--- src/rtl/pct_pkg.sv ---
package pct_pkg;

    localparam int CVAL_W = 64;
    localparam int HALF_W = CVAL_W / 2;
    localparam int WID_W  = $clog2(CVAL_W) + 1;

    typedef logic [CVAL_W-1:0] cval_t;
    typedef logic [WID_W-1:0]  width_t;

    typedef struct packed {
        logic              vld;
        logic [HALF_W-1:0] hi;
        logic [HALF_W-1:0] lo;
    } cval_wr_t;

    typedef struct packed {
        logic  borrow;
        cval_t diff;
    } cmp_diff_t;

    function automatic logic width_is_full(input width_t w);
        return (w == '0) || (int'(w) >= CVAL_W);
    endfunction

    function automatic cval_t join_halves(input cval_wr_t req);
        return {req.hi, req.lo};
    endfunction

    function automatic cmp_diff_t sub_ext(input cval_t a, input cval_t b);
        logic [CVAL_W:0] d;
        d = {1'b0, a} - {1'b0, b};
        return '{borrow: d[CVAL_W], diff: d[CVAL_W-1:0]};
    endfunction

endpackage

--- src/rtl/pct_width_mask.sv ---
module pct_width_mask
    import pct_pkg::*;
#(
    parameter int W  = CVAL_W,
    parameter int WW = WID_W
) (
    input  logic [WW-1:0] cnt_bits,
    output logic [W-1:0]  mask
);
    logic full;
    assign full = width_is_full(width_t'(cnt_bits));

    for (genvar i = 0; i < W; i++) begin : g_bit
        localparam logic [WW-1:0] IDX = WW'(i);
        assign mask[i] = full | (cnt_bits > IDX);
    end
endmodule

--- src/rtl/pct_cval_reg.sv ---
module pct_cval_reg
    import pct_pkg::*;
#(
    parameter int W = CVAL_W
) (
    input  logic     clk,
    input  logic     rst,
    input  cval_wr_t wr,
    input  logic [W-1:0] mask,
    output logic [W-1:0] cval
);
    logic [W-1:0] cval_q;

    always_ff @(posedge clk) begin
        if (rst) begin
            cval_q <= '1;
        end else if (wr.vld) begin
            cval_q <= join_halves(wr) & mask;
        end
    end

    assign cval = cval_q & mask;
endmodule

--- src/rtl/pct_cond_eval.sv ---
module pct_cond_eval
    import pct_pkg::*;
#(
    parameter int W = CVAL_W
) (
    input  logic         clk,
    input  logic         rst,
    input  logic         enable,
    input  logic [W-1:0] count,
    input  logic [W-1:0] cval,
    input  logic [W-1:0] mask,
    output logic         cond
);
    cmp_diff_t d;
    logic      ge;
    logic      cond_q;

    always_comb begin
        d  = sub_ext(count & mask, cval);
        ge = ~d.borrow;
    end

    always_ff @(posedge clk) begin
        if (rst) cond_q <= 1'b0;
        else     cond_q <= enable & ge;
    end

    assign cond = cond_q;
endmodule

--- src/rtl/phys_cmp_timer.sv ---
module phys_cmp_timer
    import pct_pkg::*;
(
    input  logic              clk,
    input  logic              rst,
    input  logic [CVAL_W-1:0] sys_count,
    input  logic              tmr_enable,
    input  logic              cval_wr,
    input  logic [HALF_W-1:0] cval_wdata_lo,
    input  logic [HALF_W-1:0] cval_wdata_hi,
    input  logic [WID_W-1:0]  cnt_bits,
    output logic [CVAL_W-1:0] cval_rdata,
    output logic              tmr_cond
);
    logic [CVAL_W-1:0] mask;
    logic [CVAL_W-1:0] cval;
    cval_wr_t          wr;

    assign wr = '{vld: cval_wr, hi: cval_wdata_hi, lo: cval_wdata_lo};

    pct_width_mask #(.W(CVAL_W), .WW(WID_W)) u_mask (
        .cnt_bits (cnt_bits),
        .mask     (mask)
    );

    pct_cval_reg #(.W(CVAL_W)) u_reg (
        .clk  (clk),
        .rst  (rst),
        .wr   (wr),
        .mask (mask),
        .cval (cval)
    );

    pct_cond_eval #(.W(CVAL_W)) u_cond (
        .clk    (clk),
        .rst    (rst),
        .enable (tmr_enable),
        .count  (sys_count),
        .cval   (cval),
        .mask   (mask),
        .cond   (tmr_cond)
    );

    assign cval_rdata = cval;
endmodule

--- config.mk ---
export PLATFORM = sky130hd
export DESIGN_NAME = phys_cmp_timer
export DESIGN_NICKNAME = d
export VERILOG_FILES = /design/src/rtl/pct_pkg.sv /design/src/rtl/pct_width_mask.sv /design/src/rtl/pct_cval_reg.sv /design/src/rtl/pct_cond_eval.sv /design/src/rtl/phys_cmp_timer.sv
export SDC_FILE = /design/constraint.sdc
export NUM_CORES = 1
export LEC_CHECK = 0
export ABC_AREA = 1
export BUFFER_PORTS_ARGS = -buffer_cell sky130_fd_sc_hd__buf_4
export CORE_MARGIN = 4
export CORE_UTILIZATION = 55
export CTS_CLUSTER_DIAMETER = 40
export DETAILED_ROUTE_END_ITERATION = 8
export HOLD_SLACK_MARGIN = 0.15
export PLACE_DENSITY = 0.92
export SLEW_MARGIN = 20
export SYNTH_ARGS = -nofsm -noshare
export SYNTH_HDL_FRONTEND = slang
export SYNTH_SLANG_ARGS = --single-unit
export TNS_END_PERCENT = 5
--- constraint.sdc ---
create_clock -name clk -period 4 [get_ports clk]
set_input_delay 0.4 -clock clk [delete_from_list [all_inputs] [get_ports clk]]
set_output_delay 0.4 -clock clk [all_outputs]
set_load 0.02 [all_outputs]
### Yosys cells after proc, flatten, opt, wreduce, memory -nomap -nowiden

Index checks and enable logic that the tools add are counted.

* bits of input ports: 139
* logic and storage cells: 139
* output and inout port bits: 65
* bits in registers: 65

* bitwise logic cells: 69
* $lt $le $gt $ge: 65
* add/subtract/negate cells: 1
* reductions and logical operators: 2

Operator list (count)
* 7-bit by 6-bit greater-than comparator with 1-bit output, second input constant: 32
* 64-bit bitwise AND: 3
* 7-bit by 5-bit greater-than comparator with 1-bit output, second input constant: 16
* 64-bit by 64-bit subtractor with 65-bit output: 1
* 1-bit bitwise OR: 64
* 7-bit by 4-bit greater-than comparator with 1-bit output, second input constant: 8
* 7-bit by 3-bit greater-than comparator with 1-bit output, second input constant: 4
* 7-bit by 1-bit greater-than comparator with 1-bit output, second input constant: 2
* 7-bit by 2-bit greater-than comparator with 1-bit output, second input constant: 2
* 7-bit >= comparator, second input constant: 1
* 7-bit logical NOT: 1
* 1-bit bitwise AND: 1
* 1-bit logical OR: 1
* 1-bit inverter: 1

### Longest topological paths before layout

Gate-level depths: netlist (run 1).

* depth in word-level cells: 7
* mapped depth: 22
* mapped depth without buffers: 20

### By module

From an unflattened synthesis (run 1), not the netlist that was laid out.

* cells, all modules: 976
* area total of the unflattened synthesis: 5814.3 sq um

By module, submodules not included
* pct_cval_reg: sequential area each 1281.2 sq um, area each 2800.2 sq um, cells an instance 405, instances 1
* pct_cond_eval: sequential area each 20.0 sq um, area each 2137.0 sq um, cells an instance 386, instances 1
* pct_width_mask: sequential area each 0.0 sq um, area each 877.1 sq um, cells an instance 185, instances 1

### Least setup slack after synthesis (run 1)

Ideal clock, no wire load.

* path kind: input -> register
* start: input port cnt_bits[6]
* end: register u_cond.cond_q, in the netlist u_cond.cond
* path slack: 1.633 ns
* data required time: 3.882 ns
* data arrival time: 2.249 ns
* cell stages on the path: 19
* setup time: 0.118 ns
* cells stage by stage: buf_6 nor2_4 nand2_2 nor2_8 nor2_8 inv_4 buf_6 nor2_2 inv_2 nand2_2 ha_1 a21oi_1 nor2_1 nor3_1 nand2_1 nand2_1 nand2_1 a21oi_1 a21oi_1

* longest elaborated chain between the ends: 7
* elaborated cells between the ends (all ways): 136
* classes of those cells: add/sub (1); order compare (65); bitwise (68); reduce/logical (2)

Ends and longest elaborated chain
* start: declaration: line phys_cmp_timer.sv:11 `input logic [WID_W-1:0] cnt_bits,`
* 7-bit >= comparator or 7-bit logical NOT (tied branches): line pct_pkg.sv:22 `return (w == '0) || (int'(w) >= CVAL_W);`
* 1-bit logical OR: line pct_pkg.sv:22
* 1-bit bitwise OR: line pct_width_mask.sv:15 `assign mask[i] = full | (cnt_bits > IDX);`
* 64-bit bitwise AND (on tied branches): line pct_cond_eval.sv:19, pct_cval_reg.sv:22
* 64-bit by 64-bit subtractor with 65-bit output *: line pct_pkg.sv:31 `d = {1'b0, a} - {1'b0, b};`
* 1-bit inverter *: line pct_cond_eval.sv:20 `ge = ~d.borrow;`
* 1-bit bitwise AND *: line pct_cond_eval.sv:25 `else cond_q <= enable & ge;`
* end signal: assignment: line pct_cond_eval.sv:25
* end: declaration: line pct_cond_eval.sv:16 `logic cond_q;`

Every way passes the cells marked *; elsewhere a longest branch is shown, timed or not.
A chain may end at the register's enable or synchronous reset.

### Worst setup path in the final report (run 1)

Same ends and word-level chain as after synthesis.

==> results.ini, run 1 <==
[routing]
drtIter0Drc = 344
via_count = 6460
detail-route-antenna-nets = 0
drt-total-wl_mm = 17.4
dr.pass1.iters = 5
drc = 0
viasPerCell = 5.28
wl_per_cell_um = 14.2

[synth]
synth_area_um2 = 5560
synth_compound_area_frac = 0.179
synth-edff-count = 0
seq_area_frac_synth = 0.234
synth_xor_area_frac = 0
ys_warn_count = 0
ys_types = 31
ys_ff_latch = 65
synthTopCellsByArea = dfxtp_1 23%, nand2_1 15%, ha_1 14%, inv_1 10%, a21oi_1 9.2%
syn_area_per_cell_um2 = 6.18
synthFlopType = dfxtp_1
synth_top_area_frac = 0.234
synth_mux_area_frac = 0
syn-num-nets = 1102
async_reset_ff_frac = 0
synthSimpleGateAreaFrac = 0.304
postSynthCellCount = 900
synth_top_area_cell = dfxtp_1
synth_fa_ha_area_frac = 0.142
synth_top_family_by_area = simple AND/OR/NAND/NOR gates

[setup_path]
worstSetupPathType = input port to flip-flop
reg2reg_depth = 12
cp.required_ps = 4250
r2r-end = u_cond.cond$_SDFF_PP0_
cp_max_fo = 43
start_kind = input port
path_common_cell = nand2_1
cp_slowest_cell = nor2_8
max_stage_delay_ps = 480
cp_num_buf_inv = 2
critPathLaunch = cnt_bits[6]
crit_path_end = u_cond.cond$_SDFF_PP0_
path_cells = buf_4 -> nor2_4 -> nand2_2 -> nor2_8 -> nor2_8 -> inv_4 -> nor2_2 -> o21ai_0 -> and2_1 -> ha_1 -> nand2_1 -> nor2_1 -> nor3_1 -> nand2_1 -> nand2_1 -> nand2_1 -> a21oi_1 -> a21oi_1
regToRegStartpoint = u_reg.cval_q[7]$_SDFFE_PP1P_
crit_cells = 18
cp_top_family = simple AND/OR/NAND/NOR gates
worstPathArrival_ps = 3170
crit_path_end_kind = flip-flop
ff2ff_setup_slack_ps = 2330

[clock_network]
postCtsResizedCells = 0
htree_levels = 3
cts_hold_buf = 0
clockBufferDepth = 2
clock_sink_count = 65
clk_latency_ps = 350
cts_root_buffer = clkbuf_8
path_clk_slew_ps = 80
cts_tree = done
cts_setup_buffers = 0
cts_made_buffers = 9

[timing]
clock_skew_ps = 16.5
fin_setup_tns_ps = 0
hold_viol = 0
worst_slew_pin_slew_ps = 959
rsz0062_at_grt = no
min_period_ps = 2920
relSlewSlack = 0.361
setup_viol = 0
max_freq_mhz = 342
final.period_utilization = 0.731
worst_slack_ps = 1080
maxSlewViolCount = 0

[pwr]
p_leak_nw = 4.15
power_frac_comb = 0.394
switching_share = 0.370
power_mw = 1.97
p_seq_frac = 0.367
p_sw_mw = 0.729
intPower_mw = 1.24
power.density_nw_per_um2 = 271
clockPowerShare = 0.240
irDropWorstVdd_uv = 177

[placed_design]
dp_slack_ps = 749
numPortBuffers = 203
place_congestion = 0.892
dp_hpwl_mm = 13.7

[worst_hold_path]
min_path_type = input port to flip-flop

[finish]
multiInputGateArea_um2 = 3470
area_growth_pct = 30.8
fin_nets = 1289
antennaDiodeCount = 0
seq_area_um2 = 1300
n_fill_cell = 837
drive_above_1_share = 0.247

[die]
pin_count = 204
die_y_um = 109
die_area_um2 = 11800
die_x_um = 109
rows = 36
start_util = 0.567
core_um2 = 9820

[grt]
grt_max_degree = 65
grt_pass1_wl_mm = 28.1
grt_pass1_vias = 6044
grt_antenna_before_repair = 0
grt.total_usage = 0.297
overflow = 0

[run_status]
status = complete, no violations

[run]
max-cap-violations = 0

==> power by group through the flow <==
stage               registers, mW  clock network (mW)  logic (mW)
floorplan                   0.731                   0       0.468
finish                      0.722               0.472       0.775
detailed placement          0.736                   0       0.769
CTS                         0.721               0.475       0.774
global route                0.726               0.500       0.872
global placement            0.733                   0       0.755
==> cell usage in the layout, fill, tap and decap left out, drive strengths merged <==
master,instances
clkinvlp,1
o21ai,53
a21oi,102
nor2,88
o21a,1
dfxtp,65
clkbuf,10
nand3,54
ha,63
buf,204
o211ai,14
nor3,6
a21boi,6
clkinv,4
a41oi,1
inv,172
and2,12
a21o,1
nand2,229
nand4,4
==> sequential cells by signal, indices dropped and copies added, names as in the netlist <==
register and flops:
u_reg.cval_q 64, u_cond.cond 1
==> worst min-delay path by stage <==
stage,start,to,slack [ps],depth (start not counted)
2_1_floorplan,u_reg.cval_q[10]$_SDFFE_PP1P_,u_reg.cval_q[10]$_SDFFE_PP1P_,440,2
3_3_place_gp,u_reg.cval_q[4]$_SDFFE_PP1P_,u_reg.cval_q[4]$_SDFFE_PP1P_,450,2
3_5_place_dp,u_reg.cval_q[43]$_SDFFE_PP1P_,u_reg.cval_q[43]$_SDFFE_PP1P_,450,2
4_1_cts,cval_wdata_lo[0],u_reg.cval_q[0]$_SDFFE_PP1P_,260,3
5_1_grt,cval_wdata_hi[14],u_reg.cval_q[46]$_SDFFE_PP1P_,270,3
6_report,cval_wdata_lo[0],u_reg.cval_q[0]$_SDFFE_PP1P_,260,3
==> cell type report <==
cell class,instances,area share
clock buffers,10,0.0175
clock inverters,4,0.00309
inverters,173,0.0898
multi-input cells,634,0.477
flip-flops and latches,65,0.179
well taps,133,0.0229
repair buffers,204,0.210
==> synthesized netlist by cell type (4+ instances only) <==
cell type and n:
a21oi_1 102, ha_1 63, nand3_1 54, o211ai_2 7
inv_1 154, a21boi_0 6, clkbuf_1 17, nor3_1 6
nor2_1 71, inv_2 18, nand2_1 223, o21ai_1 10
nor2_2 13, nand2_2 5, dfxtp_1 65, o21ai_0 40
nand4_1 4, buf_1 4, and2_1 12, o211ai_1 7
==> kinds of logic (layout without fill, tap and decap cells) <==
group                      count (synthesis)  in the layout
adders and majority gates                 63             63
and+or+nand+nor                          393            393
buffers and inverters                    201            391
AOI/OAI and AO/OA                        178            178
DFF                                       65             65
==> worst register-to-register path: cells and delay by family (launching register included) <==
kind / cells / cell delay (ps)
simple gates: 10 / 840
flops: 1 / 360
compound gates: 1 / 60
fa+ha+maj: 1 / 310
==> per-layer routing <==
| layer | routed length, um | vias up | GRT usage |
|---|---|---|---|
| met1 | 7310 | 2904 | 0.381 |
| li1 | - | 3236 | - |
| met2 | 8270 | 277 | 0.513 |
| met5 | 0 | - | 0 |
| met4 | 401 | 0 | 0.0884 |
| met3 | 1390 | 43 | 0.0472 |
==> per-stage QoR <==
step / instance area, um^2 / util / hold slack (ps) / cells
detailed placement: 7130 / 0.726 / 453 / 1209
global placement: 7130 / 0.726 / 449 / 1209
CTS: 7280 / 0.741 / 259 / 1223
floorplan: 5560 / - / 441 / 900
finish: 7280 / 0.741 / 261 / 1223
global route: 7280 / 0.741 / 271 / 1223
No activity file was read; power rests on OpenSTA's default activity.
==> run 2: changes to the inputs <==
--- a/config.mk
+++ b/config.mk
@@ -8,11 +8,11 @@
 export ABC_AREA = 1
 export BUFFER_PORTS_ARGS = -buffer_cell sky130_fd_sc_hd__buf_4
 export CORE_MARGIN = 4
-export CORE_UTILIZATION = 55
+export CORE_UTILIZATION = 51
 export CTS_CLUSTER_DIAMETER = 40
 export DETAILED_ROUTE_END_ITERATION = 8
 export HOLD_SLACK_MARGIN = 0.15
-export PLACE_DENSITY = 0.92
+export PLACE_DENSITY = 0.86
 export SLEW_MARGIN = 20
 export SYNTH_ARGS = -nofsm -noshare
 export SYNTH_HDL_FRONTEND = slang
==> constraint.sdc (replaced) <==
create_clock -name clk -period 2.7 [get_ports clk]
set_input_delay 0.27 -clock clk [delete_from_list [all_inputs] [get_ports clk]]
set_output_delay 0.27 -clock clk [all_outputs]
set_load 0.02 [all_outputs]
==> run 2 against run 1 <==
  * Critical endpoint unchanged
  * Largest cell class unchanged
  * Clock skew decreased by 5.3 ps
  * Count of clock-buffer cells in the layout is 1 higher
  * Highest routed layer unchanged
  * Sequential power is 48% higher
  * Critical path type unchanged
==> results.ini, run 2 (synthesized netlist as in run 1, its figures left out) <==
[grt]
grt_pass1_wl_mm = 30.7
grt_antenna_before_repair = 0
grt_pass1_vias = 6512
grt_max_degree = 65
overflow = 0
grt.total_usage = 0.293

[die]
rows = 37
pin_count = 204
core_um2 = 10500
die_x_um = 112
start_util = 0.532
die_y_um = 112
die_area_um2 = 12600

[clock_network]
clk_latency_ps = 350
cts_made_buffers = 9
htree_levels = 3
cts_tree = done
path_clk_slew_ps = 70
cts_root_buffer = clkbuf_8
clock_sink_count = 65
cts_setup_buffers = 0
clockBufferDepth = 2

[routing]
dr.pass1.iters = 5
drc = 0
wl_per_cell_um = 14.8
detail-route-antenna-nets = 0
drt-total-wl_mm = 18.8
via_count = 6580
drtIter0Drc = 468
viasPerCell = 5.20

[run_status]
status = complete, no violations

[finish]
n_fill_cell = 902
top_register = u_reg.cval_q
fin_nets = 1331
area_growth_pct = 38.1
layout.cells.non_filler = 1266
utilization = 0.734
antennaDiodeCount = 0
final_common_cell = nand2_1
final_cell_mix = 223 x nand2_1, 218 x buf_4, 154 x inv_1
largest_reg_flops = 64
drive_above_1_share = 0.250
seq_area_um2 = 1300
multiInputGateArea_um2 = 3470

[pwr]
p_leak_nw = 4.35
irDropWorstVdd_uv = 300
power.density_nw_per_um2 = 393
p_sw_mw = 1.09
switching_share = 0.362
clockPowerShare = 0.245
power_frac_comb = 0.401
intPower_mw = 1.92
p_seq_frac = 0.355
power_mw = 3.02

[timing]
setup_viol = 0
worst_slew_pin_slew_ps = 736
relSlewSlack = 0.510
hold_viol = 0
fin_setup_tns_ps = 0
final.period_utilization = 0.895
max_freq_mhz = 414
maxSlewViolCount = 0
worst_slack_ps = 283
clock_skew_ps = 11.3
rsz0062_at_grt = no
min_period_ps = 2420

[placed_design]
place_congestion = 0.990
dp_hpwl_mm = 14.6
numPortBuffers = 203
dp_slack_ps = -7.88
dp.cells = 1227

[setup_path]
cp.required_ps = 2950
worstPathArrival_ps = 2660
start_kind = input port
cp_max_fo = 5
worstSetupPathType = input port to flip-flop
crit_path_end_kind = flip-flop

[worst_hold_path]
min_path_type = input port to flip-flop

[run]
max-cap-violations = 0

-- run 2: cell types whose count changed in the layout (fill, tap and decap cells not counted), sizes merged --
cell and change:
clkinvlp -1, dlygate4sd3 +27, inv +1, buf +15
clkinv -3, clkbuf +1
-- run 2: worst max-delay path, cell delays in order --
cell,delay (ps)
buf_4,130
nor2_4,140
inv_1,90
nor2_1,80
inv_1,100
nor2_2,220
inv_1,140
nor2_1,240
inv_1,70
nand2_1,100
ha_1,260
a21oi_1,130
o21ai_0,100
a21oi_1,150
buf_4,120
nand2_1,40
nand2_1,50
nand2_1,80
nand2_1,70
a21oi_1,60
-- run 2: power groups by stage --
stage	logic [mW]	registers [mW]	clock network, mW
2_1_floorplan	0.693	1.08	0
3_3_place_gp	1.15	1.09	0
3_5_place_dp	1.17	1.09	0
4_1_cts	1.20	1.07	0.741
5_1_grt	1.35	1.08	0.783
6_report	1.21	1.07	0.738
-- run 2: final timing paths --
path,from,to,slack [ps],cells past startpoint
worst min register to register,u_reg.cval_q[63]$_SDFFE_PP1P_,u_reg.cval_q[63]$_SDFFE_PP1P_,470,2
worst min-delay path,cval_wdata_lo[26],u_reg.cval_q[26]$_SDFFE_PP1P_,150,3
worst max-delay path,cnt_bits[6],u_cond.cond$_SDFF_PP0_,280,20
worst max register to register,u_reg.cval_q[29]$_SDFFE_PP1P_,u_cond.cond$_SDFF_PP0_,890,10
-- run 2: final cells by class --
type / count / area share
well taps: 136 / 0.0222
inverters: 173 / 0.0849
flip-flops and latches: 65 / 0.169
repair buffers: 246 / 0.251
multi-input cells: 634 / 0.452
clock inverters: 1 / 0.000652
clock buffers: 11 / 0.0197
-- run 2: layer usage --
metal  GRT usage  routed length [um]  up-vias
met5           0                   0        -
met4       0.119                 625        0
met3      0.0717                1740       56
met2       0.499                8880      301
met1       0.355                7530     2921
li1            -                   -     3302
-- run 2: repair_timing --
| item | 4_1_cts | 5_1_grt |
|---|---|---|
| hold buffers | 27 | 0 |
| gates resized for setup | 0 | 0 |
| hold endpoints to repair | 27 | 0 |
-- run 2: stage by stage --
stage | hold slack (ps) | area (um^2)
after detailed placement | 453 | 7250
after floorplan | 395 | 5560
after CTS | 151 | 7680
after global placement | 449 | 7250
after global routing | 157 | 7680
final | 148 | 7680
